==> config.mk <==
export PLATFORM = sky130hd
export DESIGN_NAME = fault_protect_mgr
export DESIGN_NICKNAME = d
export VERILOG_FILES = /design/src/rtl/fpm_pkg.sv /design/src/rtl/fpm_ilim_counter.sv /design/src/rtl/fpm_fault_latch.sv /design/src/rtl/fpm_first_capture.sv /design/src/rtl/fpm_response_mux.sv /design/src/rtl/fault_protect_mgr.sv
export SDC_FILE = /design/constraint.sdc
export NUM_CORES = 1
export LEC_CHECK = 0
export CORE_MARGIN = 2
export CORE_UTILIZATION = 47
export CTS_CLUSTER_DIAMETER = 60
export DETAILED_ROUTE_END_ITERATION = 10
export GPL_TIMING_DRIVEN = 0
export PLACE_DENSITY = 0.79
export SYNTH_ARGS = -nofsm -noshare
export SYNTH_HDL_FRONTEND = slang
export SYNTH_SLANG_ARGS = --single-unit
export TNS_END_PERCENT = 100
==> constraint.sdc <==
create_clock -name clk -period 3.9 [get_ports clk]
set_input_delay 0.585 -clock clk [delete_from_list [all_inputs] [get_ports clk]]
set_output_delay 0.585 -clock clk [all_outputs]
set_load 0.005 [all_outputs]
==> src/rtl/fpm_pkg.sv <==
package fpm_pkg;

  typedef enum logic [1:0] {
    SS_RELEASE    = 2'd0,
    SS_PULL_LOW   = 2'd1,
    SS_SAWTOOTH   = 2'd2,
    SS_DRIVE_HIGH = 2'd3
  } ss_ctl_e;

  typedef enum logic [2:0] {
    FC_NONE     = 3'd0,
    FC_LOCKOUT  = 3'd1,
    FC_THERMAL  = 3'd2,
    FC_OVP_ABS  = 3'd3,
    FC_OVP_REL  = 3'd4,
    FC_ILIM     = 3'd5
  } fault_code_e;

  // latched class slots, index order is capture priority
  localparam int LAT_THERMAL = 0;
  localparam int LAT_OVP_ABS = 1;
  localparam int LAT_OVP_REL = 2;
  localparam int NUM_LATCHED = 3;
  localparam int FIRST_W     = $clog2(NUM_LATCHED + 1);

  typedef struct packed {
    logic        hi;
    logic        lo;
    ss_ctl_e     ss;
    fault_code_e code;
  } drive_cmd_t;

endpackage

==> src/rtl/fpm_ilim_counter.sv <==
module fpm_ilim_counter #(
  parameter int RUN_LEN = 32
) (
  input  logic clk,
  input  logic rst,
  input  logic clr,
  input  logic cyc_tick,
  input  logic ilim_evt,
  output logic trip
);
  localparam int CNT_W = $clog2(RUN_LEN + 1);
  localparam logic [CNT_W-1:0] CNT_MAX = CNT_W'(RUN_LEN);

  logic [CNT_W-1:0] cnt_q;

  always_ff @(posedge clk) begin
    if (rst || clr) begin
      cnt_q <= '0;
    end else if (cyc_tick) begin
      if (!ilim_evt)
        cnt_q <= '0;
      else if (cnt_q != CNT_MAX)
        cnt_q <= cnt_q + 1'b1;
    end
  end

  assign trip = (cnt_q == CNT_MAX);

  AST_CNT_NO_OVERFLOW: assert property (@(posedge clk) disable iff (rst)
    cnt_q <= CNT_MAX);

  AST_CNT_GAP_RESTART: assert property (@(posedge clk) disable iff (rst)
    (cyc_tick && !ilim_evt) |=> (cnt_q == '0));

  AST_CNT_IDLE_HOLD: assert property (@(posedge clk) disable iff (rst)
    (!cyc_tick && !clr) |=> $stable(cnt_q));

endmodule

==> src/rtl/fpm_fault_latch.sv <==
module fpm_fault_latch #(
  parameter int N = 3
) (
  input  logic         clk,
  input  logic         rst,
  input  logic         clr,
  input  logic [N-1:0] set_req,
  output logic [N-1:0] eff,
  output logic [N-1:0] held
);
  logic [N-1:0] held_q;

  for (genvar i = 0; i < N; i++) begin : g_slot
    assign eff[i] = !clr && (held_q[i] || set_req[i]);

    always_ff @(posedge clk) begin
      if (rst) held_q[i] <= 1'b0;
      else     held_q[i] <= eff[i];
    end

    AST_LATCH_HOLDS: assert property (@(posedge clk) disable iff (rst)
      (held_q[i] && !clr) |=> held_q[i]);

    AST_LATCH_CLEARS: assert property (@(posedge clk) disable iff (rst)
      clr |=> !held_q[i]);
  end

  assign held = held_q;

endmodule

==> src/rtl/fpm_first_capture.sv <==
module fpm_first_capture #(
  parameter int N       = 3,
  parameter int FIRST_W = $clog2(N + 1)
) (
  input  logic               clk,
  input  logic               rst,
  input  logic               clr,
  input  logic [N-1:0]       eff,
  output logic [FIRST_W-1:0] first
);
  logic [FIRST_W-1:0] first_q;
  logic [FIRST_W-1:0] enc;

  // lowest index wins a same-cycle tie
  always_comb begin
    enc = '0;
    for (int i = N - 1; i >= 0; i--) begin
      if (eff[i]) enc = FIRST_W'(i + 1);
    end
  end

  always_ff @(posedge clk) begin
    if (rst || clr)
      first_q <= '0;
    else if (first_q == '0)
      first_q <= enc;
  end

  assign first = first_q;

  AST_FIRST_STICKY: assert property (@(posedge clk) disable iff (rst)
    (first_q != '0 && !clr) |=> $stable(first_q));

  AST_FIRST_CLEARED: assert property (@(posedge clk) disable iff (rst)
    clr |=> (first_q == '0));

endmodule

==> src/rtl/fpm_response_mux.sv <==
module fpm_response_mux
  import fpm_pkg::*;
(
  input  logic                   clr,
  input  logic [NUM_LATCHED-1:0] eff,
  input  logic                   ilim_trip,
  input  logic                   pwm_hi_req,
  input  logic                   pwm_lo_req,
  output drive_cmd_t             cmd
);
  logic any_ovp;

  assign any_ovp = eff[LAT_OVP_ABS] || eff[LAT_OVP_REL];

  always_comb begin
    cmd.hi = pwm_hi_req;
    cmd.lo = pwm_lo_req;
    cmd.ss = SS_RELEASE;
    cmd.code = FC_NONE;
    if (clr) begin
      cmd.hi = 1'b0;
      cmd.lo = 1'b0;
      cmd.ss = SS_PULL_LOW;
      cmd.code = FC_LOCKOUT;
    end else if (any_ovp) begin
      // overvoltage crowbar beats all-off, code still follows priority
      cmd.hi = 1'b0;
      cmd.lo = 1'b1;
      cmd.ss = SS_DRIVE_HIGH;
      if (eff[LAT_THERMAL])      cmd.code = FC_THERMAL;
      else if (eff[LAT_OVP_ABS]) cmd.code = FC_OVP_ABS;
      else                       cmd.code = FC_OVP_REL;
    end else if (eff[LAT_THERMAL]) begin
      cmd.hi = 1'b0;
      cmd.lo = 1'b0;
      cmd.ss = SS_DRIVE_HIGH;
      cmd.code = FC_THERMAL;
    end else if (ilim_trip) begin
      cmd.hi = 1'b0;
      cmd.ss = SS_SAWTOOTH;
      cmd.code = FC_ILIM;
    end
  end

endmodule

==> src/rtl/fault_protect_mgr.sv <==
module fault_protect_mgr
  import fpm_pkg::*;
#(
  parameter int RUN_LEN = 32
) (
  input  logic               clk,
  input  logic               rst,
  input  logic               en,
  input  logic               uvlo,
  input  logic               cyc_tick,
  input  logic               ilim_evt,
  input  logic               ovp_rel,
  input  logic               ovp_abs,
  input  logic               ot_flag,
  input  logic               ss_done,
  input  logic               pgood_dly,
  input  logic               pwm_hi_req,
  input  logic               pwm_lo_req,
  output logic               hi_gate,
  output logic               lo_gate,
  output logic [1:0]         ss_ctl,
  output logic [2:0]         active_code,
  output logic [FIRST_W-1:0] first_code
);
  logic                   clr;
  logic                   ilim_trip;
  logic [NUM_LATCHED-1:0] set_req;
  logic [NUM_LATCHED-1:0] eff;
  logic [NUM_LATCHED-1:0] held;
  drive_cmd_t             cmd_d;
  drive_cmd_t             cmd_q;

  assign clr = uvlo || !en;

  // arming: relative OVP waits for the start-up qualifiers
  assign set_req[LAT_THERMAL] = ot_flag;
  assign set_req[LAT_OVP_ABS] = ovp_abs;
  assign set_req[LAT_OVP_REL] = ovp_rel && ss_done && pgood_dly;

  fpm_ilim_counter #(.RUN_LEN(RUN_LEN)) u_ilim (
    .clk      (clk),
    .rst      (rst),
    .clr      (clr),
    .cyc_tick (cyc_tick),
    .ilim_evt (ilim_evt),
    .trip     (ilim_trip)
  );

  fpm_fault_latch #(.N(NUM_LATCHED)) u_latch (
    .clk     (clk),
    .rst     (rst),
    .clr     (clr),
    .set_req (set_req),
    .eff     (eff),
    .held    (held)
  );

  fpm_first_capture #(.N(NUM_LATCHED), .FIRST_W(FIRST_W)) u_first (
    .clk   (clk),
    .rst   (rst),
    .clr   (clr),
    .eff   (eff),
    .first (first_code)
  );

  fpm_response_mux u_mux (
    .clr        (clr),
    .eff        (eff),
    .ilim_trip  (ilim_trip),
    .pwm_hi_req (pwm_hi_req),
    .pwm_lo_req (pwm_lo_req),
    .cmd        (cmd_d)
  );

  always_ff @(posedge clk) begin
    if (rst) begin
      cmd_q.hi   <= 1'b0;
      cmd_q.lo   <= 1'b0;
      cmd_q.ss   <= SS_PULL_LOW;
      cmd_q.code <= FC_LOCKOUT;
    end else begin
      cmd_q <= cmd_d;
    end
  end

  assign hi_gate     = cmd_q.hi;
  assign lo_gate     = cmd_q.lo;
  assign ss_ctl      = cmd_q.ss;
  assign active_code = cmd_q.code;

  AST_NO_SHOOT_THROUGH: assert property (@(posedge clk) disable iff (rst)
    !(hi_gate && lo_gate));

  AST_LOCKOUT_RESPONSE: assert property (@(posedge clk) disable iff (rst)
    (uvlo || !en) |=> (!hi_gate && !lo_gate && ss_ctl == SS_PULL_LOW));

  AST_ABS_OVP_CROWBAR: assert property (@(posedge clk) disable iff (rst)
    (ovp_abs && en && !uvlo) |=> (lo_gate && !hi_gate));

  AST_HELD_OVP_CROWBAR: assert property (@(posedge clk) disable iff (rst)
    ((held[LAT_OVP_ABS] || held[LAT_OVP_REL]) && en && !uvlo) |=> lo_gate);

endmodule

[Yosys cells after proc, flatten, opt, wreduce, memory -nomap -nowiden]
Cells that the tools add are included.
Storage, ports and cells
  memories kept: 0
  bits of input ports: 13
  bits in registers: 18
  ROM bits: 0
  latch bits: 0
  RAM bits: 0
Cells by class
  mux-type cells: 11
  bitwise operators: 0
  div/mod/pow operators: 0
  $add $sub $neg: 1
  shift operators: 0
  reductions and logical operators: 18
  multiply operators: 0
  equal/unequal tests: 3
  $lt $le $gt $ge: 0
Operator list (count)
  two-way mux 6 bit: 3
  two-way mux 5 bit: 2
  adder 6 x 1 -> 6 bit, second input constant: 1
  == test 6 bit, second input constant: 1
  logical OR 1 bit: 6
  two-way mux 2 bit: 3
  two-way mux 3 bit: 2
  inequality test 6 bit, second input constant: 1
  logical AND 1 bit: 5
  OR reduction 5 bit: 1
  OR reduction 4 bit: 1
  logical NOT 1 bit: 2
  logical NOT 2 bit: 1
  inequality test 2 x 1 -> 1 bit, second input constant: 1
  AND reduction 2 bit: 1
  OR reduction 2 bit: 1
  two-way mux 1 bit: 1

[Longest topological paths before layout]
Gate-level depths: netlist of the first run.
  depth after elaboration: 7
  mapped depth: 4
  gate-level depth less buffers: 4

[Hierarchy]
Synthesis of the first run repeated with hierarchy kept, for this count alone.
Second synthesis, totals
  cells, all modules: 98
  area total of the unflattened synthesis: 830.8 um^2
Modules (own cells, without submodules)
  fpm_ilim_counter: area each 367.9 um^2, times used 1, cells an instance 46, sequential area each 120.1 um^2
  fault_protect_mgr: area each 196.4 um^2, times used 1, cells an instance 16, sequential area each 140.1 um^2
  fpm_fault_latch: area each 97.6 um^2, times used 1, cells an instance 12, sequential area each 60.1 um^2
  fpm_first_capture: area each 88.8 um^2, times used 1, cells an instance 10, sequential area each 40.0 um^2
  fpm_response_mux: area each 80.1 um^2, times used 1, cells an instance 14, sequential area each 0.0 um^2

[Least setup slack after synthesis of the first run]
No wires, ideal clock.
  path type: input-to-reg
  from: input port rst
  to: register u_ilim.cnt_q[5]
  required time: 3.838 ns
  setup time: 0.062 ns
  path buffers: 0
  data arrival time: 1.577 ns
  slack: 2.261 ns
  cell stages on the path: 3
  path through: or3b_1 or4_1 nand3_1
Between the ends
  longest elaborated chain between the ends: 1
Ends and longest elaborated chain
  from (decl): line fault_protect_mgr.sv:7  | input logic rst,
  logical OR 1 bit: line fpm_ilim_counter.sv:17  | if (rst || clr) begin
  to (signal assigned): line fpm_ilim_counter.sv:23  | cnt_q <= cnt_q + 1'b1;
  to (decl): line fpm_ilim_counter.sv:14  | logic [CNT_W-1:0] cnt_q;
Every way passes these cells.
A chain may end at the register's enable or synchronous reset.

[Worst setup path in the final report of the first run]
  from: input port en
  to: register u_ilim.cnt_q[5]
Between the ends
  longest elaborated chain between the ends: 3
Ends and longest elaborated chain
  from (decl): line fault_protect_mgr.sv:8  | input logic en,
  logical NOT 1 bit: line fault_protect_mgr.sv:33  | assign clr = uvlo || !en;
  logical OR 1 bit: line fault_protect_mgr.sv:33
  logical OR 1 bit: line fpm_ilim_counter.sv:17
Every way passes these cells.

==> metrics.csv, run 1 <==
metric,value,unit
status,completed,
hold_depth,2,
required,4140,ps
power_density,313.6,nW/µm²
clkSlewWorstSetupHoldPaths,100,ps
cp-start-kind,input pin,
cts_buffer_depth,2,
cts-root-buf,clkbuf_4,
crit_chain,clkdlybuf4s50_1 > or3b_1 > or4_1 > nand3_1,
finalHoldViolations,0,
synthArstFlopShare,0,
finalPower,0.3147,mW
reg2reg_from,u_latch.held[1]$_SDFF_PP0_,
num_io_pins,22,
max_slew_margin,0.5095,
ir_drop,0.0002180,V
antenna_found_initial,0,
synth_top_cell_area_share,0.4800,
rrSetupSlack,2490,ps
antenna_cells,0,
htreeDepth,1,
grt_pass1_vias,700,
fin_cells,122,
whs,516.5,ps
grt_pass1_wl,2904,µm
synth-main-ff-cell,dfxtp_1,
drive_gt1_frac,0.06604,
syn_inst,82,
syn-num-nets,97,
drv_cap,0,
yosysMostFrequentCell,dfxtp_1,
crit_slowest_cell,or4_1,
grt_max_degree,11,
viasPerCell,6.000,
cp_top_family,simple AND/OR/NAND/NOR gates,
post_cts_buffers,0,
portBuffers,21,
wirelength,1731,µm
coreArea,1506,µm²
synth_common_cells,"dfxtp_1 (18), nor2_1 (10), nand2_1 (7), nand3_1 (6)",
routabilityCongestion,0.7476,
worstSetupPathType,in2reg,
syn_area_per_cell,9.155,µm²
tritoncts,done,
drt_iter0_drc,14,
area_delta_synth_final,33.67,%
cp_max_fo,4,
ctsHoldBuffers,0,
hold_end,u_ilim.cnt_q[5]$_SDFFE_PP0P_,
synth_area,750.7,µm²
grt_overflow,0,
yosysTopAreaCell,dfxtp_1,
cts_buffers,3,
yosysWarnings,0,
layout.nets,123,
critPathBufInv,1,
die-width,43.97,µm
dp_cells,119,
cp_data_arrival_time,2170,ps
final_area,1003,µm²
clock-sinks,18,
finalSetupViolCount,0,
die-area,1933,µm²
grt_use_total,0.2019,
fin_crit_sh,0.4951,
p_leak,0.3606,nW
fin_crit,1931,ps
crit_start,en,
clock.fmax,517.9,MHz
r2r_end,hi_gate$_SDFF_PP0_,
detail_route.wl_per_cell,14.19,µm
drc,0,
hp-start,u_ilim.cnt_q[5]$_SDFFE_PP0P_,
rsz0062_at_grt,false,
place_hpwl,1282,µm
rows,14,
end_kind,flop,
finalSetupTns,0,ps
finClkSkew,2.496,ps
synth.distinct_cells,31,
clk_latency,290,ps
fp.dieH,43.97,µm
ys_seq_area_frac,0.4800,
synthTopCellsByArea,"dfxtp_1 (48%), nor2_1 (5.0%), nand3_1 (4.0%)",
cpPeakStageDelay,540,ps
ys_ff_latch,18,
synth_edf_count,0,
worst_pin_slew,729.0,ps
hold_path.class,reg2reg,
placed_area,980.9,µm²
vias,732,
maxSlewViolCount,0,
antenna_left,0,
ff2ff_path_depth,3,
cts_resized,0,
dr.pass1.iters,4,
start_util,0.4983,
-- cells by family after synthesis --
kind of cell / synth area share
adder cells (fa/ha/maj): 0.03333
AO/OA/AOI/OAI: 0.1733
buffers and inverters: 0.03165
flip-flops: 0.4800
AND/OR/NAND/NOR: 0.2817
-- cell type report --
type                       count  area, µm²
clock buffer                   3      22.52
timing repair buffer          21      210.2
sequential                    18      360.3
multi-input combinational     58      366.6
fill                         125      503.0
buffer                         2      8.758
tap                           16      20.02
inverter                       4      15.01
-- layout by cell type (no fill, tap or decap), types with 3 or more instances in the layout --
cell type / instances
clkdlybuf4s50_1: 21
dfxtp_1: 18
nor2_1: 10
nand2_1: 7
nand3_1: 6
inv_1: 4
a31oi_1: 4
a21oi_1: 3
or4_1: 3
clkbuf_4: 3
-- worst max-delay path by stage --
| stage | end | slack [ps] | cells past startpoint |
|---|---|---|---|
| final | u_ilim.cnt_q[5]$_SDFFE_PP0P_ | 1970 | 4 |
| after global routing | u_ilim.cnt_q[5]$_SDFFE_PP0P_ | 1930 | 4 |
| after CTS | u_ilim.cnt_q[5]$_SDFFE_PP0P_ | 1980 | 4 |
| after detailed placement | u_ilim.cnt_q[5]$_SDFFE_PP0P_ | 1680 | 4 |
| after global placement | u_ilim.cnt_q[5]$_SDFFE_PP0P_ | 1710 | 4 |
| after floorplan | u_ilim.cnt_q[5]$_SDFFE_PP0P_ | 2260 | 3 |
-- report_power, final --
part	total, mW	switching, mW	leakage (nW)	internal, mW
Sequential	0.189	0.00164	0.146	0.187
Clock	0.0896	0.0537	0.0138	0.0359
Combinational	0.0365	0.0162	0.201	0.0203
-- metrics by stage --
step                      worst slack [ps]  utilization
after floorplan                       2261            -
after global placement                1714       0.6512
after detailed placement              1682       0.6512
after CTS                             1980       0.6661
after global routing                  1934       0.6661
final                                 1969       0.6661
-- metal layers --
metal | vias up | track usage | share of wire | wire length, µm
met5 | - | 0 | 0 | 0
met3 | 4 | 0.02500 | 0.044 | 76
met4 | 0 | 0.1091 | 0.014 | 24
li1 | 358 | - | - | -
met1 | 348 | 0.2448 | 0.44 | 764
met2 | 22 | 0.3441 | 0.50 | 866
-- state kept, by name (all words and copies together), names as in the netlist --
name and count:
active_code 3, hi_gate 1, lo_gate 1, ss_ctl 2
u_first.first 2, u_ilim.cnt_q 6, u_latch.held 3
-- worst register-to-register path, stage by stage (launching register included) --
cell and delay, ps:
dfxtp_1 330, nor4_1 650, and3_1 240, and3_1 140
Power figures use the tool's default switching activity.
==> run 2, diff against run 1 <==
--- a/config.mk
+++ b/config.mk
@@ -5,12 +5,13 @@
 export SDC_FILE = /design/constraint.sdc
 export NUM_CORES = 1
 export LEC_CHECK = 0
+export CORE_ASPECT_RATIO = 0.7
 export CORE_MARGIN = 2
-export CORE_UTILIZATION = 47
+export CORE_UTILIZATION = 40
 export CTS_CLUSTER_DIAMETER = 60
 export DETAILED_ROUTE_END_ITERATION = 10
 export GPL_TIMING_DRIVEN = 0
-export PLACE_DENSITY = 0.79
+export PLACE_DENSITY = 0.72
 export SYNTH_ARGS = -nofsm -noshare
 export SYNTH_HDL_FRONTEND = slang
 export SYNTH_SLANG_ARGS = --single-unit
==> constraint.sdc (replaced) <==
create_clock -name clk -period 1.73 [get_ports clk]
set_input_delay 0.2595 -clock clk [delete_from_list [all_inputs] [get_ports clk]]
set_output_delay 0.2595 -clock clk [all_outputs]
set_load 0.005 [all_outputs]
==> run 2 against run 1 <==
  * Via count decreased by 5.3%
  * Setup slack got worse by 1800 ps
  * Critical endpoint unchanged
  * Clock skew increased by 2.9 ps
  * Clock power increased by 130%
  * Cell count increased by 4.9%
  * Critical path depth unchanged
  * Combinational power increased by 120%
==> metrics.csv, run 2 (synthesis results as in run 1) <==
metric,value,unit,change
portBuffers,21,,unchanged
post_cts_buffers,0,,unchanged
finClkSkew,5.373,ps,+2.877 ps
grt_use_total,0.1550,,-0.04692
clock.fmax,641.4,MHz,
htreeDepth,1,,unchanged
start_util,0.4158,,-0.08254
ctsHoldBuffers,0,,unchanged
drt_iter0_drc,9,,-5
routabilityCongestion,0.8284,,+11%
ir_drop,0.0005537,V,+150%
grtUsageMet1,0.2035,,-0.04130
grt_pass1_wl,2518,µm,-13%
dp_cells,125,,+5.0%
vias,693,,-5.3%
top_register,u_ilim.cnt_q,,
die-width,55.78,µm,+27%
detail_route.wl_per_cell,12.47,µm,-12%
layout.nets,123,,unchanged
grt_pass1_vias,562,,-20%
fin_crit,1559,ps,
worstSetupPathType,in2reg,,
fp.dieH,40.25,µm,-8.5%
power_density,703.7,nW/µm²,+120%
clk_latency,300,ps,about the same
cts_resized,0,,unchanged
antenna_left,0,,unchanged
use_met2,0.2262,,-0.1179
required,1970,ps,-2170 ps
antenna_cells,0,,unchanged
grt_max_degree,11,,unchanged
die-area,2245,µm²,+16%
status,completed,,
cts-root-buf,clkbuf_4,,
hold_path.class,reg2reg,,
coreArea,1805,µm²,+20%
clock-sinks,18,,unchanged
finalSetupViolCount,0,,unchanged
max_slew_margin,0.5388,,+0.02933
num_io_pins,22,,unchanged
end_kind,flop,,
dr.pass1.iters,3,,-1
drv_cap,0,,unchanged
place_hpwl,1226,µm,-4.3%
cp_max_fo,4,,unchanged
cts_buffers,3,,unchanged
grt_util_met3,0.06129,,+0.03629
p_leak,0.3606,nW,unchanged
maxSlewViolCount,0,,unchanged
cts_buffer_depth,2,,unchanged
grt-busiest-layer,met2,,
wirelength,1596,µm,-7.8%
viasPerCell,5.414,,-9.8%
antenna_found_initial,0,,unchanged
tritoncts,done,,
whs,524.2,ps,+7.697 ps
rows,13,,-1
largest_register_ffs,6,,unchanged
clkSlewWorstSetupHoldPaths,90,ps,about the same
layout_common_cells,"clkdlybuf4s50_1 (21), dfxtp_1 (18), nor2_1 (10)",,
fin_cells,128,,+4.9%
cp_data_arrival_time,1800,ps,-370 ps
cp-start-kind,input pin,,
worst_pin_slew,685.4,ps,-43.59 ps
fin_crit_sh,0.9013,,
rsz0062_at_grt,false,,
grt_overflow,0,,unchanged
final_common_cell,clkdlybuf4s50_1,,
finalHoldViolations,0,,unchanged
drc,0,,unchanged
area_delta_synth_final,34.67,%,
drive_gt1_frac,0.06604,,unchanged
## run 2: routing by layer
metal  vias up  routed length [µm]
li1        357                   -
met4         0                  28
met2        13                 673
met3         5                  67
met5         -                   0
met1       318                 826
## run 2: final timing paths
kind / from / to / slack, ps / cells past startpoint
setup / recovery: en / u_ilim.cnt_q[5]$_SDFFE_PP0P_ / 170 / 4
hold / removal: u_ilim.cnt_q[3]$_SDFFE_PP0P_ / u_ilim.cnt_q[3]$_SDFFE_PP0P_ / 520 / 2
setup reg to reg: u_latch.held[1]$_SDFF_PP0_ / hi_gate$_SDFF_PP0_ / 360 / 3
hold reg to reg: u_ilim.cnt_q[3]$_SDFFE_PP0P_ / u_ilim.cnt_q[3]$_SDFFE_PP0P_ / 520 / 2
## run 2: layout make-up
type,instances,area [µm²]
timing repair buffer,21,210.2
clock buffer,3,22.52
inverter,4,15.01
sequential,18,360.3
fill,176,794.5
multi-input combinational,58,366.6
buffer,2,8.758
tap,22,27.53
## run 2: metrics by stage
stage	area, µm²	setup WS (ps)	power [mW]	TNS [ps]	utilization
5_1_grt	1011	70.04	0.7424	0	0.5599
4_1_cts	1011	164.6	0.7166	0	0.5599
2_1_floorplan	750.7	416.2	0.4643	0	-
3_5_place_dp	988.4	-136.4	0.5154	-334.8	0.5475
6_report	1011	170.8	0.7114	0	0.5599
3_3_place_gp	988.4	-132.8	0.5146	-309.1	0.5475
## run 2: report_power, final
| part | internal (mW) | leakage [nW] | switching (mW) |
|---|---|---|---|
| logic | 0.0457 | 0.201 | 0.0351 |
| registers | 0.422 | 0.146 | 0.00350 |
| clock network | 0.0812 | 0.0138 | 0.124 |
## run 2: critical path, cell delays in order
cell	delay, ps
clkdlybuf4s50_1	490
or3b_1	430
or4_1	530
nand3_1	90
